`src/rtl/flashcmd_pkg.sv`:
```
// Package: command codes, identification bytes and the mode encoding
// shared by the command decoder and the top level.
package flashcmd_pkg;
    localparam logic [7:0] CMD_READ   = 8'h00;
    localparam logic [7:0] CMD_SIG    = 8'h90;
    localparam logic [7:0] CMD_ERASE  = 8'h20;
    localparam logic [7:0] CMD_EVFY   = 8'hA0;
    localparam logic [7:0] CMD_PROG   = 8'h40;
    localparam logic [7:0] CMD_PVFY   = 8'hC0;
    localparam logic [7:0] CMD_RESET  = 8'hFF;
    localparam logic [7:0] ID_MAKER   = 8'h20;
    localparam logic [7:0] ID_DEVICE  = 8'h02;

    typedef enum logic [3:0] {
        M_READ, M_SIG, M_ERS_SET, M_ERS_RUN, M_ERS_VFY,
        M_PGM_SET, M_PGM_RUN, M_PGM_VFY, M_RST_SET
    } mode_t;
endpackage

```
`src/rtl/flashcmd_wrsync.sv`:
```
// Bus write detector. Opens a write when we_n is seen low with ce_n low
// and latches the address there; closes it on the first cycle we_n is
// high again and flags that cycle. Assumes the strobes are synchronous
// to clk or were synchronised before this block.
module flashcmd_wrsync #(
    parameter int AW = 16
) (
    input  logic          clk,
    input  logic          rst_n,
    input  logic          ce_n,
    input  logic          we_n,
    input  logic [AW-1:0] addr,
    output logic          wr_rise,
    output logic [AW-1:0] wr_addr
);
    logic we_q;
    logic open_q;
    logic fall;

    assign fall    = we_q && !we_n && !ce_n && !open_q;
    assign wr_rise = open_q && we_n;

    // Track write enable, open and close the write, capture the address at the fall.
    always_ff @(posedge clk) begin
        if (!rst_n) begin
            we_q    <= 1'b1;
            open_q  <= 1'b0;
            wr_addr <= '0;
        end else begin
            we_q <= we_n;
            if (fall) begin
                open_q  <= 1'b1;
                wr_addr <= addr;
            end else if (wr_rise) begin
                open_q <= 1'b0;
            end
        end
    end

    assert_rise_after_low_R11: assert property (@(posedge clk) disable iff (!rst_n)
        wr_rise |-> !$past(we_n));
endmodule

```
`src/rtl/flashcmd_timer.sv`:
```
// Operation stop timer. Start loads the limit and raises busy; busy
// falls when the count runs out or halt is seen. Start wins over halt.
module flashcmd_timer #(
    parameter int LIMIT = 500
) (
    input  logic clk,
    input  logic rst_n,
    input  logic start,
    input  logic halt,
    output logic busy
);
    localparam int CW = $clog2(LIMIT + 1);
    logic [CW-1:0] cnt_q;

    // Count down the remaining cycles of a running operation.
    always_ff @(posedge clk) begin
        if (!rst_n) begin
            busy  <= 1'b0;
            cnt_q <= '0;
        end else if (start) begin
            busy  <= 1'b1;
            cnt_q <= CW'(LIMIT - 1);
        end else if (halt) begin
            busy <= 1'b0;
        end else if (busy) begin
            if (cnt_q == '0) busy  <= 1'b0;
            else             cnt_q <= cnt_q - 1'b1;
        end
    end

    assert_start_busy_R10: assert property (@(posedge clk) disable iff (!rst_n)
        start |=> busy);
endmodule

```
`src/rtl/flashcmd_fsm.sv`:
```
// Command decoder. On each accepted write it moves the mode register,
// latches the verify/program target address, issues start strobes for
// program and erase, and a halt that ends a running operation. Assumes
// wr_rise is a single-cycle pulse per bus write.
module flashcmd_fsm
    import flashcmd_pkg::*;
#(
    parameter int AW = 16,
    parameter int DW = 8
) (
    input  logic          clk,
    input  logic          rst_n,
    input  logic          hv_ok,
    input  logic          wr_rise,
    input  logic [AW-1:0] wr_addr,
    input  logic [DW-1:0] din,
    output mode_t         mode_q,
    output logic [AW-1:0] tgt_q,
    output logic          ers_go,
    output logic          pgm_go,
    output logic          halt
);
    mode_t         mode_d;
    mode_t         fresh;
    logic [AW-1:0] tgt_d;

    // Map a first-cycle command byte to the mode it selects.
    function automatic mode_t decode(input logic [DW-1:0] code);
        case (code)
            CMD_SIG:   return M_SIG;
            CMD_ERASE: return M_ERS_SET;
            CMD_EVFY:  return M_ERS_VFY;
            CMD_PROG:  return M_PGM_SET;
            CMD_PVFY:  return M_PGM_VFY;
            CMD_RESET: return M_RST_SET;
            default:   return M_READ;
        endcase
    endfunction

    assign fresh = decode(din);

    // Next-state, target address and strobe decode for one accepted write.
    always_comb begin
        mode_d = mode_q;
        tgt_d  = tgt_q;
        ers_go = 1'b0;
        pgm_go = 1'b0;
        halt   = !hv_ok;
        if (!hv_ok) begin
            mode_d = M_READ;
        end else if (wr_rise) begin
            case (mode_q)
                M_ERS_SET: begin
                    if (din == CMD_ERASE) begin
                        mode_d = M_ERS_RUN;
                        ers_go = 1'b1;
                    end else begin
                        mode_d = M_READ;
                    end
                end
                M_PGM_SET: begin
                    mode_d = M_PGM_RUN;
                    pgm_go = 1'b1;
                    tgt_d  = wr_addr;
                end
                M_RST_SET: begin
                    halt   = 1'b1;
                    mode_d = (din == CMD_RESET) ? M_READ : fresh;
                    if (fresh == M_ERS_VFY) tgt_d = wr_addr;
                end
                default: begin
                    mode_d = fresh;
                    halt   = (fresh != M_RST_SET);
                    if (fresh == M_ERS_VFY) tgt_d = wr_addr;
                end
            endcase
        end
    end

    // Mode and target registers.
    always_ff @(posedge clk) begin
        if (!rst_n) begin
            mode_q <= M_READ;
            tgt_q  <= '0;
        end else begin
            mode_q <= mode_d;
            tgt_q  <= tgt_d;
        end
    end

    assert_erase_armed_R5: assert property (@(posedge clk) disable iff (!rst_n)
        ers_go |-> (mode_q == M_ERS_SET));
    assert_hv_low_read_R2: assert property (@(posedge clk) disable iff (!rst_n)
        !hv_ok |=> (mode_q == M_READ));
endmodule

```
`src/rtl/flashcmd_ctrl.sv`:
```
// Top level of the flash command front end. Ties the write detector,
// command decoder and two stop timers together and muxes the read path.
// Reads are combinational from the bus and mode; the array is external.
module flashcmd_ctrl
    import flashcmd_pkg::*;
#(
    parameter int AW          = 16,
    parameter int DW          = 8,
    parameter int PROG_LIMIT  = 500,
    parameter int ERASE_LIMIT = 500000
) (
    input  logic          clk,
    input  logic          rst_n,
    input  logic          hv_ok,
    input  logic          ce_n,
    input  logic          oe_n,
    input  logic          we_n,
    input  logic [AW-1:0] addr,
    input  logic [DW-1:0] din,
    output logic [DW-1:0] dout,
    output logic          dout_en,
    output logic [AW-1:0] arr_addr,
    output logic          arr_rd,
    output logic          arr_margin,
    input  logic [DW-1:0] arr_rdata,
    output logic          arr_prog,
    output logic [AW-1:0] arr_waddr,
    output logic [DW-1:0] arr_wdata,
    output logic          arr_erase,
    output logic          prog_busy,
    output logic          erase_busy
);
    logic          wr_rise;
    logic [AW-1:0] wr_addr;
    mode_t         mode_q;
    logic [AW-1:0] tgt_q;
    logic          ers_go;
    logic          pgm_go;
    logic          halt;
    logic          in_vfy;
    logic [DW-1:0] rd_val;

    flashcmd_wrsync #(.AW(AW)) wrsync_i (
        .clk(clk), .rst_n(rst_n), .ce_n(ce_n), .we_n(we_n), .addr(addr),
        .wr_rise(wr_rise), .wr_addr(wr_addr)
    );

    flashcmd_fsm #(.AW(AW), .DW(DW)) fsm_i (
        .clk(clk), .rst_n(rst_n), .hv_ok(hv_ok), .wr_rise(wr_rise),
        .wr_addr(wr_addr), .din(din), .mode_q(mode_q), .tgt_q(tgt_q),
        .ers_go(ers_go), .pgm_go(pgm_go), .halt(halt)
    );

    flashcmd_timer #(.LIMIT(PROG_LIMIT)) pgm_tmr_i (
        .clk(clk), .rst_n(rst_n), .start(pgm_go), .halt(halt), .busy(prog_busy)
    );

    flashcmd_timer #(.LIMIT(ERASE_LIMIT)) ers_tmr_i (
        .clk(clk), .rst_n(rst_n), .start(ers_go), .halt(halt), .busy(erase_busy)
    );

    // Array program and erase strobes, valid in the write-completion cycle.
    assign arr_prog  = pgm_go;
    assign arr_waddr = wr_addr;
    assign arr_wdata = din;
    assign arr_erase = ers_go;

    // Read path: verify modes read the latched target under margin.
    assign in_vfy     = (mode_q == M_ERS_VFY) || (mode_q == M_PGM_VFY);
    assign dout_en    = !ce_n && !oe_n;
    assign arr_addr   = in_vfy ? tgt_q : addr;
    assign arr_margin = in_vfy;
    assign arr_rd     = dout_en && (mode_q != M_SIG);
    assign rd_val     = (mode_q == M_SIG) ? (addr[0] ? ID_DEVICE : ID_MAKER) : arr_rdata;
    assign dout       = dout_en ? rd_val : '0;

    assert_one_busy_R10: assert property (@(posedge clk) disable iff (!rst_n)
        !(prog_busy && erase_busy));
    assert_hv_drop_idle_R2: assert property (@(posedge clk) disable iff (!rst_n)
        !hv_ok |=> (!prog_busy && !erase_busy));
endmodule

```
`config.mk`:
```
export PLATFORM = sky130hd
export DESIGN_NAME = flashcmd_ctrl
export DESIGN_NICKNAME = d
export VERILOG_FILES = /design/src/rtl/flashcmd_pkg.sv /design/src/rtl/flashcmd_wrsync.sv /design/src/rtl/flashcmd_timer.sv /design/src/rtl/flashcmd_fsm.sv /design/src/rtl/flashcmd_ctrl.sv
export SDC_FILE = /design/constraint.sdc
export NUM_CORES = 1
export LEC_CHECK = 0
export ABC_AREA = 1
export BUFFER_PORTS_ARGS = -buffer_cell sky130_fd_sc_hd__buf_2
export CORE_ASPECT_RATIO = 1.1
export CORE_MARGIN = 2
export CORE_UTILIZATION = 45
export DETAILED_ROUTE_END_ITERATION = 6
export GPL_ROUTABILITY_DRIVEN = 0
export PLACE_DENSITY_LB_ADDON = 0.1
export SYNTH_ARGS = -nofsm -noshare
export SYNTH_HDL_FRONTEND = slang
export SYNTH_SLANG_ARGS = --single-unit
```
`constraint.sdc`:
```
create_clock -name clk -period 2.6 [get_ports clk]
set_clock_uncertainty 0.2 [all_clocks]
set_input_delay 0.52 -clock clk [delete_from_list [all_inputs] [get_ports clk]]
set_output_delay 0.52 -clock clk [all_outputs]
set_load 0.005 [all_outputs]
```
## Word-level counts from Yosys, hierarchy flattened

Index checks and enable logic that the tools add are counted.

| cells by class | value |
|---|---|
| eq/ne operators | 19 |
| reductions and logical operators | 27 |
| bitwise logic cells | 5 |
| add/subtract/negate cells | 2 |
| muxes and demuxes | 38 |

Operators by type and width:

| kind | count |
|---|---|
| 2-to-1 mux 19 bit | 4 |
| 2-to-1 mux 9 bit | 4 |
| == test 8 bit (second input constant) | 4 |
| 2-to-1 mux 16 bit | 2 |
| one-hot mux 16 bit (2 select lines) | 1 |
| one-hot mux 4 bit (6 select lines) | 1 |
| zero test 19 bit | 1 |
| 2-to-1 mux 1 bit | 19 |
| subtractor 19 x 1 -> 19 bit (second input constant) | 1 |
| == test 4 x 3 -> 1 bit (second input constant) | 4 |
| 2-to-1 mux 8 bit | 2 |
| one-hot mux 4 bit (3 select lines) | 1 |
| AND reduction 3 bit | 4 |
| zero test 9 bit | 1 |
| subtractor 9 x 1 -> 9 bit (second input constant) | 1 |
| == test 8 x 6 -> 1 bit (second input constant) | 1 |
| == test 8 x 7 -> 1 bit (second input constant) | 1 |
| != test 2 bit (second input constant) | 4 |
| nonzero test 2 bit | 4 |
| logical AND 1 bit | 6 |
| 2-to-1 mux 6 bit | 1 |
| OR reduction 2 bit | 3 |
| zero test 1 bit | 5 |
| NOT 1 bit | 5 |
| 11 further kinds | 11 |

| word-level totals | value |
|---|---|
| register bits | 68 |
| input port bits | 38 |

## Longest topological paths before layout

Gate-level depths: netlist of run 1.

| logic depth | value |
|---|---|
| word-level depth | 8 |
| depth in mapped cells | 13 |
| depth with buffers taken out | 12 |

## Hierarchy

From an unflattened synthesis of run 1, not the netlist that was laid out.

| second synthesis, totals | value |
|---|---|
| cells, all modules | 683 |
| area, all modules | 4451.8 µm² |

Modules (own cells, without submodules):

| module | instances | sequential area each (µm²) | area each (µm²) | cells an instance |
|---|---|---|---|---|
| flashcmd_timer (ers_tmr_i) | 1 | 400.4 | 1298.7 | 198 |
| flashcmd_fsm | 1 | 400.4 | 1272.5 | 187 |
| flashcmd_wrsync | 1 | 360.3 | 834.6 | 115 |
| flashcmd_timer (pgm_tmr_i) | 1 | 200.2 | 583.1 | 90 |
| flashcmd_ctrl | 1 | 0.0 | 462.9 | 93 |

## Worst setup path before layout of run 1

No wires, ideal clock.

| timing path | value |
|---|---|
| path type | input port to flip-flop |
| from | in ce_n |
| to | reg wrsync_i.wr_addr[10] |
| setup slack | 0.719 ns |
| setup time | 0.116 ns |
| stages on the path | 7 |
| arrival time | 1.565 ns |
| required time | 2.284 ns |
| path buffers | 1 |
| path through | nor2_1 > inv_1 > nor3_1 > inv_1 > buf_2 > nor2_1 > nor2_1 |

| between the ends | value |
|---|---|
| word-level cells in the longest chain between the ends | 3 |

RTL lines:

| element | line | RTL |
|---|---|---|
| from (decl) | flashcmd_ctrl.sv:15 | `input logic ce_n,` |
| zero test 1 bit | flashcmd_wrsync.sv:20 | `assign fall = we_q && !we_n && !ce_n && !open_q;` |
| logical AND 1 bit (2 in series) | flashcmd_wrsync.sv:20 |  |
| to (signal assigned) | flashcmd_wrsync.sv:33 | `wr_addr <= addr;` |
| to (decl) | flashcmd_wrsync.sv:14 | `output logic [AW-1:0] wr_addr` |

Every way passes these cells.
A chain may end at the register's enable or synchronous reset.

## Final worst setup path of run 1

| timing path | value |
|---|---|
| from | reg fsm_i.mode_q[0] |
| to | out arr_addr[12] |

| between the ends | value |
|---|---|
| word-level cells in the longest chain between the ends | 3 |

RTL lines:

| element | line | RTL |
|---|---|---|
| from (decl) | flashcmd_fsm.sv:17 | `output mode_t mode_q,` |
| from (signal assigned) | flashcmd_fsm.sv:86 | `mode_q <= mode_d;` |
| == test 4 x 3 -> 1 bit | flashcmd_ctrl.sv:69 | `assign in_vfy = (mode_q == M_ERS_VFY) \|\| (mode_q == M_PGM_VFY);` |
| logical OR 1 bit (*) | flashcmd_ctrl.sv:69 |  |
| 2-to-1 mux 16 bit (*) | flashcmd_ctrl.sv:71 | `assign arr_addr = in_vfy ? tgt_q : addr;` |
| to (decl) | flashcmd_ctrl.sv:22 | `output logic [AW-1:0] arr_addr,` |

Mark *: on every way between the ends. The rest lies on a longest branch, timed or not.

==> results.md, run 1 <==
- Synth Area in Simple Gates: 0.360
- WP data arrival: ~1.6 ns
- Slew @ Worst Pin: about 0.54 ns
- DR pass1 iterations: 4
- RSZ-0062 raised after global routing: no
- CTS resizes: 0
- Main combinational cell family by area after synthesis: simple AND/OR/NAND/NOR gates
- M3 GR Usage: 0.0432
- Met2 Usage GRT: 0.365
- Compound-Gate Fraction of Synth Area: 0.146
- FP Rows: 35
- Cts hold-fix bufs: 0
- Core ar.: approximately 0.0084 mm2
- Die footprint: a little over 0.009 mm2
- PD cells: 469 mW/mm2
- Synth top area share: 0.352
- DRT Wirelength: 9.31 mm
- Tcrit/Tclk final: 0.896
- Final Hold Fails: 0
- Port bufs: 92
- YS warnings: 0
- Peak VDD IR: between 300 and 400 uV
- Crit path time final: around 2.3 ns
- Layout area overhead: 18.5%
- Fillers: between 800 and 900
- Vias: between 3000 and 4000
- Largest net degree at the start of global routing: 37
- Status: finished clean
- Tot GR Track Use: 0.207
- Post-Syn Area: roughly 0.0039 mm2
- Lkg Pwr: roughly 0.0022 uW
- Setup violations, final: 0
- Initial antenna violation count: 0
- Die Span X: between 90 and 100 um
- Number of synthesized flops with an enable pin: 0
- Top FF cell, synth: dfxtp_1
- Count leader, synth: nand2_1
- Avg Cell Area, Syn: between 6 and 7 um2
- Antenna diode count: 0
- Setup tns final: 0 ns
- Post-CTS setup repair buffer count: 0
- H-tree levels: 3
- CTS max path bufs: 2
- CP required: roughly 1.9 ns
- Post-route ant nets: 0
- Power, Total: about 2100 uW
- I/O pin total: just over 90
- Ranking of synthesized cells by area: dfxtp_1 (35%), nand2_1 (11%), nor2_1 (10%), o21ai_0 (7.4%), inv_1 (6.0%)
- Starting Density: 0.462
- Via/cell ratio: a little under 5
- Wire length per cell: 11.7 um
- Synthesis-stage register bit count: 68
- Slew Limit Fails: 0
- Mux cell area share after synthesis: 0
- Post-synth top cells: nand2_1 (114), nor2_1 (106), dfxtp_1 (68), inv_1 (62), o21ai_0 (57)
- Fmax: around 0.43 GHz
- Rel. slew slack: 0.640
- Sequential element share of the synthesized area: 0.352
- Clk_lat worst skew: about 0.34 ns
- Largest area contributor in the netlist: dfxtp_1
- Starting DRT DRC Count: 114
- Syn Nets: 635
- Ys async rst share: 0
- Grt met1 use: 0.248
- CTS Sinks: around 70
- Setup crit start kind: register
- First-pass GRT wire length: approximately 16 mm
- Final HPWL DP: 6.80 mm
- TritonCTS buffer count: 9
- Setup CP Type: register to primary output
- Critical path fanouts, max: 33
- Overflow left after global routing: 0
- Hold WC Path Type: input pin to register
- NumNets Final: roughly 720
- Vias in the first global route: 3714
- Worst-path clk slew: 0.08 ns
- CP Capture Type: primary output
- CTS tree: built
- Clock Tree Root: clkbuf_8
- Die Ht: roughly 100 um
- Netlist cell types: 35
- Gate Count Post-Synth: between 500 and 600
- MaxCap Viol Count: 0
- Global routing's busiest layer: met2
- # DRC: 0
- Post-synthesis adder-cell area fraction: 0.00971
- XOR/XNOR Fraction of Synth Area: 0.0272
- Share of cells above drive strength 1: 0.222
-- sequential cells by signal, summed over array words and instances (netlist names) --
signal,count
pgm_tmr_i.busy,1
wrsync_i.wr_addr,16
fsm_i.tgt_q,16
ers_tmr_i.cnt_q,19
fsm_i.mode_q,4
ers_tmr_i.busy,1
wrsync_i.open_q,1
wrsync_i.we_q,1
pgm_tmr_i.cnt_q,9
-- cell usage in the layout, fill, tap and decap left out, types with 2 or more instances in the layout --
master,synthesis,layout
a21oi_1,44,44
a31oi_1,2,2
buf_2,2,92
buf_4,8,8
clkbuf_8,0,9
clkinvlp_4,0,3
dfxtp_1,68,68
ha_1,3,3
inv_1,62,62
inv_2,9,9
inv_6,0,2
nand2_1,114,114
nand2_2,4,4
nand2_4,3,3
nand3_1,39,39
nand3_4,2,2
nand3b_1,2,2
nand4_1,11,11
nor2_1,106,106
nor2_2,7,7
nor2_4,4,4
nor3_1,8,8
o21ai_0,57,57
or2_2,3,3
xnor2_1,3,3
xor2_1,9,9
-- critical path: stages, from the launching register on --
cell,delay (ns)
dfxtp_1,0.35
inv_2,0.05
nor2_2,0.11
inv_1,0.07
nand3_1,0.06
buf_4,0.28
nand2_1,0.08
o21ai_0,0.10
buf_2,0.15
-- power breakdown --
part	switching, uW	internal [uW]
clock network	437	447
registers	11.5	1060
logic	111	82.0
-- area by class of cell --
class | instances | area, um2 | share of cell area
multi-input combinational | 430 | 2100 | 0.458
sequential | 68 | 1360 | 0.297
timing repair buffer | 100 | 520 | 0.114
inverter | 71 | 267 | 0.0581
tap | 111 | 139 | 0.0303
clock buffer | 9 | 124 | 0.0270
clock inverter | 7 | 75.1 | 0.0164
-- final timing paths --
kind         cells past startpoint  slack, ns          startpoint                    to
max                              8       0.27     fsm_i.mode_q[0]          arr_addr[12]
min                              3       0.21            addr[10]  wrsync_i.wr_addr[10]
max reg2reg                     11       0.46  pgm_tmr_i.cnt_q[0]    pgm_tmr_i.cnt_q[0]
min reg2reg                      2       0.25      fsm_i.tgt_q[8]        fsm_i.tgt_q[8]
-- logic make-up (layout without fill, tap and decap cells) --
family          after synthesis  count (layout)
xor+xnor                     12              12
fa+ha+maj                     3               3
buf+inv                      96             187
compound gates              108             108
simple gates                307             307
flops                        68              68
-- through the flow --
| stage | cell area [um2] | instances | utilization | hold slack, ns | worst slack (ns) |
|---|---|---|---|---|---|
| after global placement | 4390 | 780 | 0.524 | 0.234 | 0.442 |
| after global routing | 4580 | 796 | 0.548 | 0.220 | 0.0918 |
| after detailed placement | 4390 | 780 | 0.524 | 0.240 | 0.379 |
| after CTS | 4580 | 796 | 0.548 | 0.200 | 0.252 |
| after floorplan | 3870 | 594 | - | 0.225 | 0.719 |
| final | 4580 | 796 | 0.548 | 0.208 | 0.269 |
-- metal layers --
metal / vias up / wire length [um]
met2: 90 / 4460
met3: 15 / 438
met1: 1701 / 4230
met5: - / 0
li1: 2069 / -
met4: 0 / 180
Note: power is estimated with default switching activity, not from simulation.
==> run 2: changes to the inputs <==
--- a/config.mk
+++ b/config.mk
@@ -13,6 +13,7 @@
 export DETAILED_ROUTE_END_ITERATION = 6
 export GPL_ROUTABILITY_DRIVEN = 0
 export PLACE_DENSITY_LB_ADDON = 0.1
+export SETUP_SLACK_MARGIN = 0.3
 export SYNTH_ARGS = -nofsm -noshare
 export SYNTH_HDL_FRONTEND = slang
 export SYNTH_SLANG_ARGS = --single-unit
==> run 2 against run 1 <==
  * Sequential share of layout area shrank 0.53 points
  * Global-route usage rose by 0.079 points
  * Critical path type unchanged
  * Sequential power hardly changed
  * Final cell count is 0.13% higher
  * Combinational power increased by 3%
==> results.md, run 2 (same netlist as run 1, synthesis figures left out) <==
- Status: finished clean
- Slew @ Worst Pin: 0.553 ns (+0.0139 ns)
- Vias: 3901 (+0.67%)
- Setup tns final: 0 ns (unchanged)
- CP required: 1.88 ns (about the same)
- CP startpoint: fsm_i.mode_q[0]
- Wire length per cell: 12.1 um (+3.2%)
- Worst-path clk slew: 0.08 ns (about the same)
- Starting Density: 0.462 (unchanged)
- Setup crit start kind: register
- Comb pwr share: 0.092 (+0.002)
- I/O pin total: 93 (unchanged)
- Vias in the first global route: 3718 (+0.11%)
- Layout area overhead: 20.9%
- Reg power frac: 0.496 (-0.002)
- Post-CTS setup repair buffer count: 0 (unchanged)
- R2R Path Start: pgm_tmr_i.cnt_q[0]
- R2r worst-path depth: 11 (unchanged)
- Share of cells above drive strength 1: 0.238 (+0.0157)
- Port bufs: 92 (unchanged)
- Core ar.: 0.00836 mm2 (unchanged)
- Die Ht: 101 um (unchanged)
- FF+latch area: 0.00136 mm2 (+0.18%)
- Overflow left after global routing: 0 (unchanged)
- Lkg Pwr: 0.00225 uW (+1.1%)
- DP Cell Count: 780 (unchanged)
- Critical path fanouts, max: 16 (-52%)
- Clk_lat worst skew: 0.35 ns (about the same)
- CTS Sinks: 68 (unchanged)
- First-pass GRT wire length: 16.0 mm (+0.26%)
- Largest reg by FF count: ers_tmr_i.cnt_q
- NumNets Final: 722 (+0.14%)
- DRT Wirelength: 9.62 mm (+3.3%)
- Setup violations, final: 0 (unchanged)
- Final core occ: 0.559 (+0.0111)
- TritonCTS buffer count: 9 (unchanged)
- # DRC: 0 (unchanged)
- Initial antenna violation count: 0 (unchanged)
- Sw Pwr: 567 uW (+1.2%)
- MaxCap Viol Count: 0 (unchanged)
- Final Hold Fails: 0 (unchanged)
- WHS Path Cells: 3 (unchanged)
- CP Capture Type: primary output
- Multi-input logic area: 0.00215 mm2 (+2.5%)
- Fmax: 0.446 GHz (+3.9%)
- WP data arrival: 1.52 ns (-0.09 ns)
- CTS max path bufs: 2 (unchanged)
- Rel. slew slack: 0.631 (-0.00927)
- Largest net degree at the start of global routing: 37 (unchanged)
- H-tree levels: 3 (unchanged)
- Sw Share: 0.263 (+0.00194)
- FP Rows: 35 (unchanged)
- Setup CP Type: register to primary output
- Antenna diode count: 0 (unchanged)
- Clock Tree Root: clkbuf_8
- Final HPWL DP: 6.80 mm (unchanged)
- Post-route ant nets: 0 (unchanged)
- Tcrit/Tclk final: 0.862 (-0.0339)
- Slew Limit Fails: 0 (unchanged)
- Non-Filler Cell Area, Final: 0.00468 mm2 (+2.0%)
- CTS tree: built
- DP Area: 0.00439 mm2 (unchanged)
- DR pass1 iterations: 4 (unchanged)
- Die footprint: 0.00935 mm2 (unchanged)
- Regs by FF count: ers_tmr_i.cnt_q x19, fsm_i.tgt_q x16, wrsync_i.wr_addr x16
- Via/cell ratio: 4.89 (+0.54%)
- PD cells: 461 mW/mm2 (-1.6%)
- Clock power frac: 0.411 (about the same)
- Peak VDD IR: 328 uV (-0.25%)
- Final non-filler cell total: 797 (+0.13%)
- RSZ-0062 raised after global routing: yes
- Starting DRT DRC Count: 124 (+8.8%)
- Hold Crit Start: addr[10]
- Die Span X: 92.4 um (unchanged)
- Hold WC Path Type: input pin to register
- Crit path time final: 2.24 ns (-0.0882 ns)
- Fillers: 860 (-1.0%)
- Largest register FFs: 19 (unchanged)
- Most frequent cells in the layout: nand2_1 (111), nor2_1 (103), buf_2 (92)
- Most common cell after layout, fill and taps aside: nand2_1
- Internal power: 1590 uW (+0.17%)
- Tot GR Track Use: 0.208 (+0.000787)
-- run 2: layout make-up --
| class | count | share of cell area |
|---|---|---|
| repair buffers | 101 | 0.119 |
| flip-flops and latches | 68 | 0.292 |
| clock buffers | 9 | 0.0265 |
| multi-input cells | 430 | 0.460 |
| well taps | 111 | 0.0297 |
| clock inverters | 7 | 0.0161 |
| inverters | 71 | 0.0570 |
-- run 2: per-stage QoR --
| step | hold WS, ns | setup slack [ns] | total power (uW) |
|---|---|---|---|
| after floorplan | 0.225 | 0.719 | 1200 |
| after global placement | 0.234 | 0.442 | 1290 |
| after detailed placement | 0.240 | 0.379 | 1290 |
| after CTS | 0.200 | 0.304 | 2170 |
| after global routing | 0.223 | 0.268 | 2240 |
| final | 0.206 | 0.358 | 2160 |
-- run 2: layer usage --
| layer | GRT usage | vias to the layer above | share of wire |
|---|---|---|---|
| li1 | - | 2076 | - |
| met1 | 0.246 | 1719 | 0.44 |
| met2 | 0.369 | 91 | 0.49 |
| met3 | 0.0432 | 15 | 0.047 |
| met4 | 0.0838 | 0 | 0.019 |
| met5 | 0 | - | 0 |
-- run 2: critical path, stage by stage (launching register included) --
cell and delay, ns:
dfxtp_1 0.35, inv_2 0.07, nand2_2 0.13, nand3_4 0.12, clkbuf_16 0.19, o21ai_0 0.17
buf_2 0.14
-- run 2: final timing paths --
| path | endpoint | slack [ns] |
|---|---|---|
| setup / recovery | arr_addr[7] | 0.36 |
| hold / removal | wrsync_i.wr_addr[10] | 0.21 |
| setup reg to reg | pgm_tmr_i.cnt_q[1] | 0.51 |
| hold reg to reg | fsm_i.tgt_q[10] | 0.25 |
-- run 2: timing repair --
| action | 4_1_cts | 5_1_grt |
|---|---|---|
| hold buffers | 0 | 0 |
| endpoints found under the setup margin | 19 | 26 |
| resized for setup | 3 | 22 |
| gates cloned | 0 | 1 |
-- run 2: power by group through the flow --
stage | combinational, uW | sequential (uW) | clock (uW)
after floorplan | 99.8 | 1100 | 0
after global placement | 192 | 1090 | 0
after detailed placement | 194 | 1100 | 0
after CTS | 196 | 1070 | 902
after global routing | 227 | 1070 | 940
final | 199 | 1070 | 888
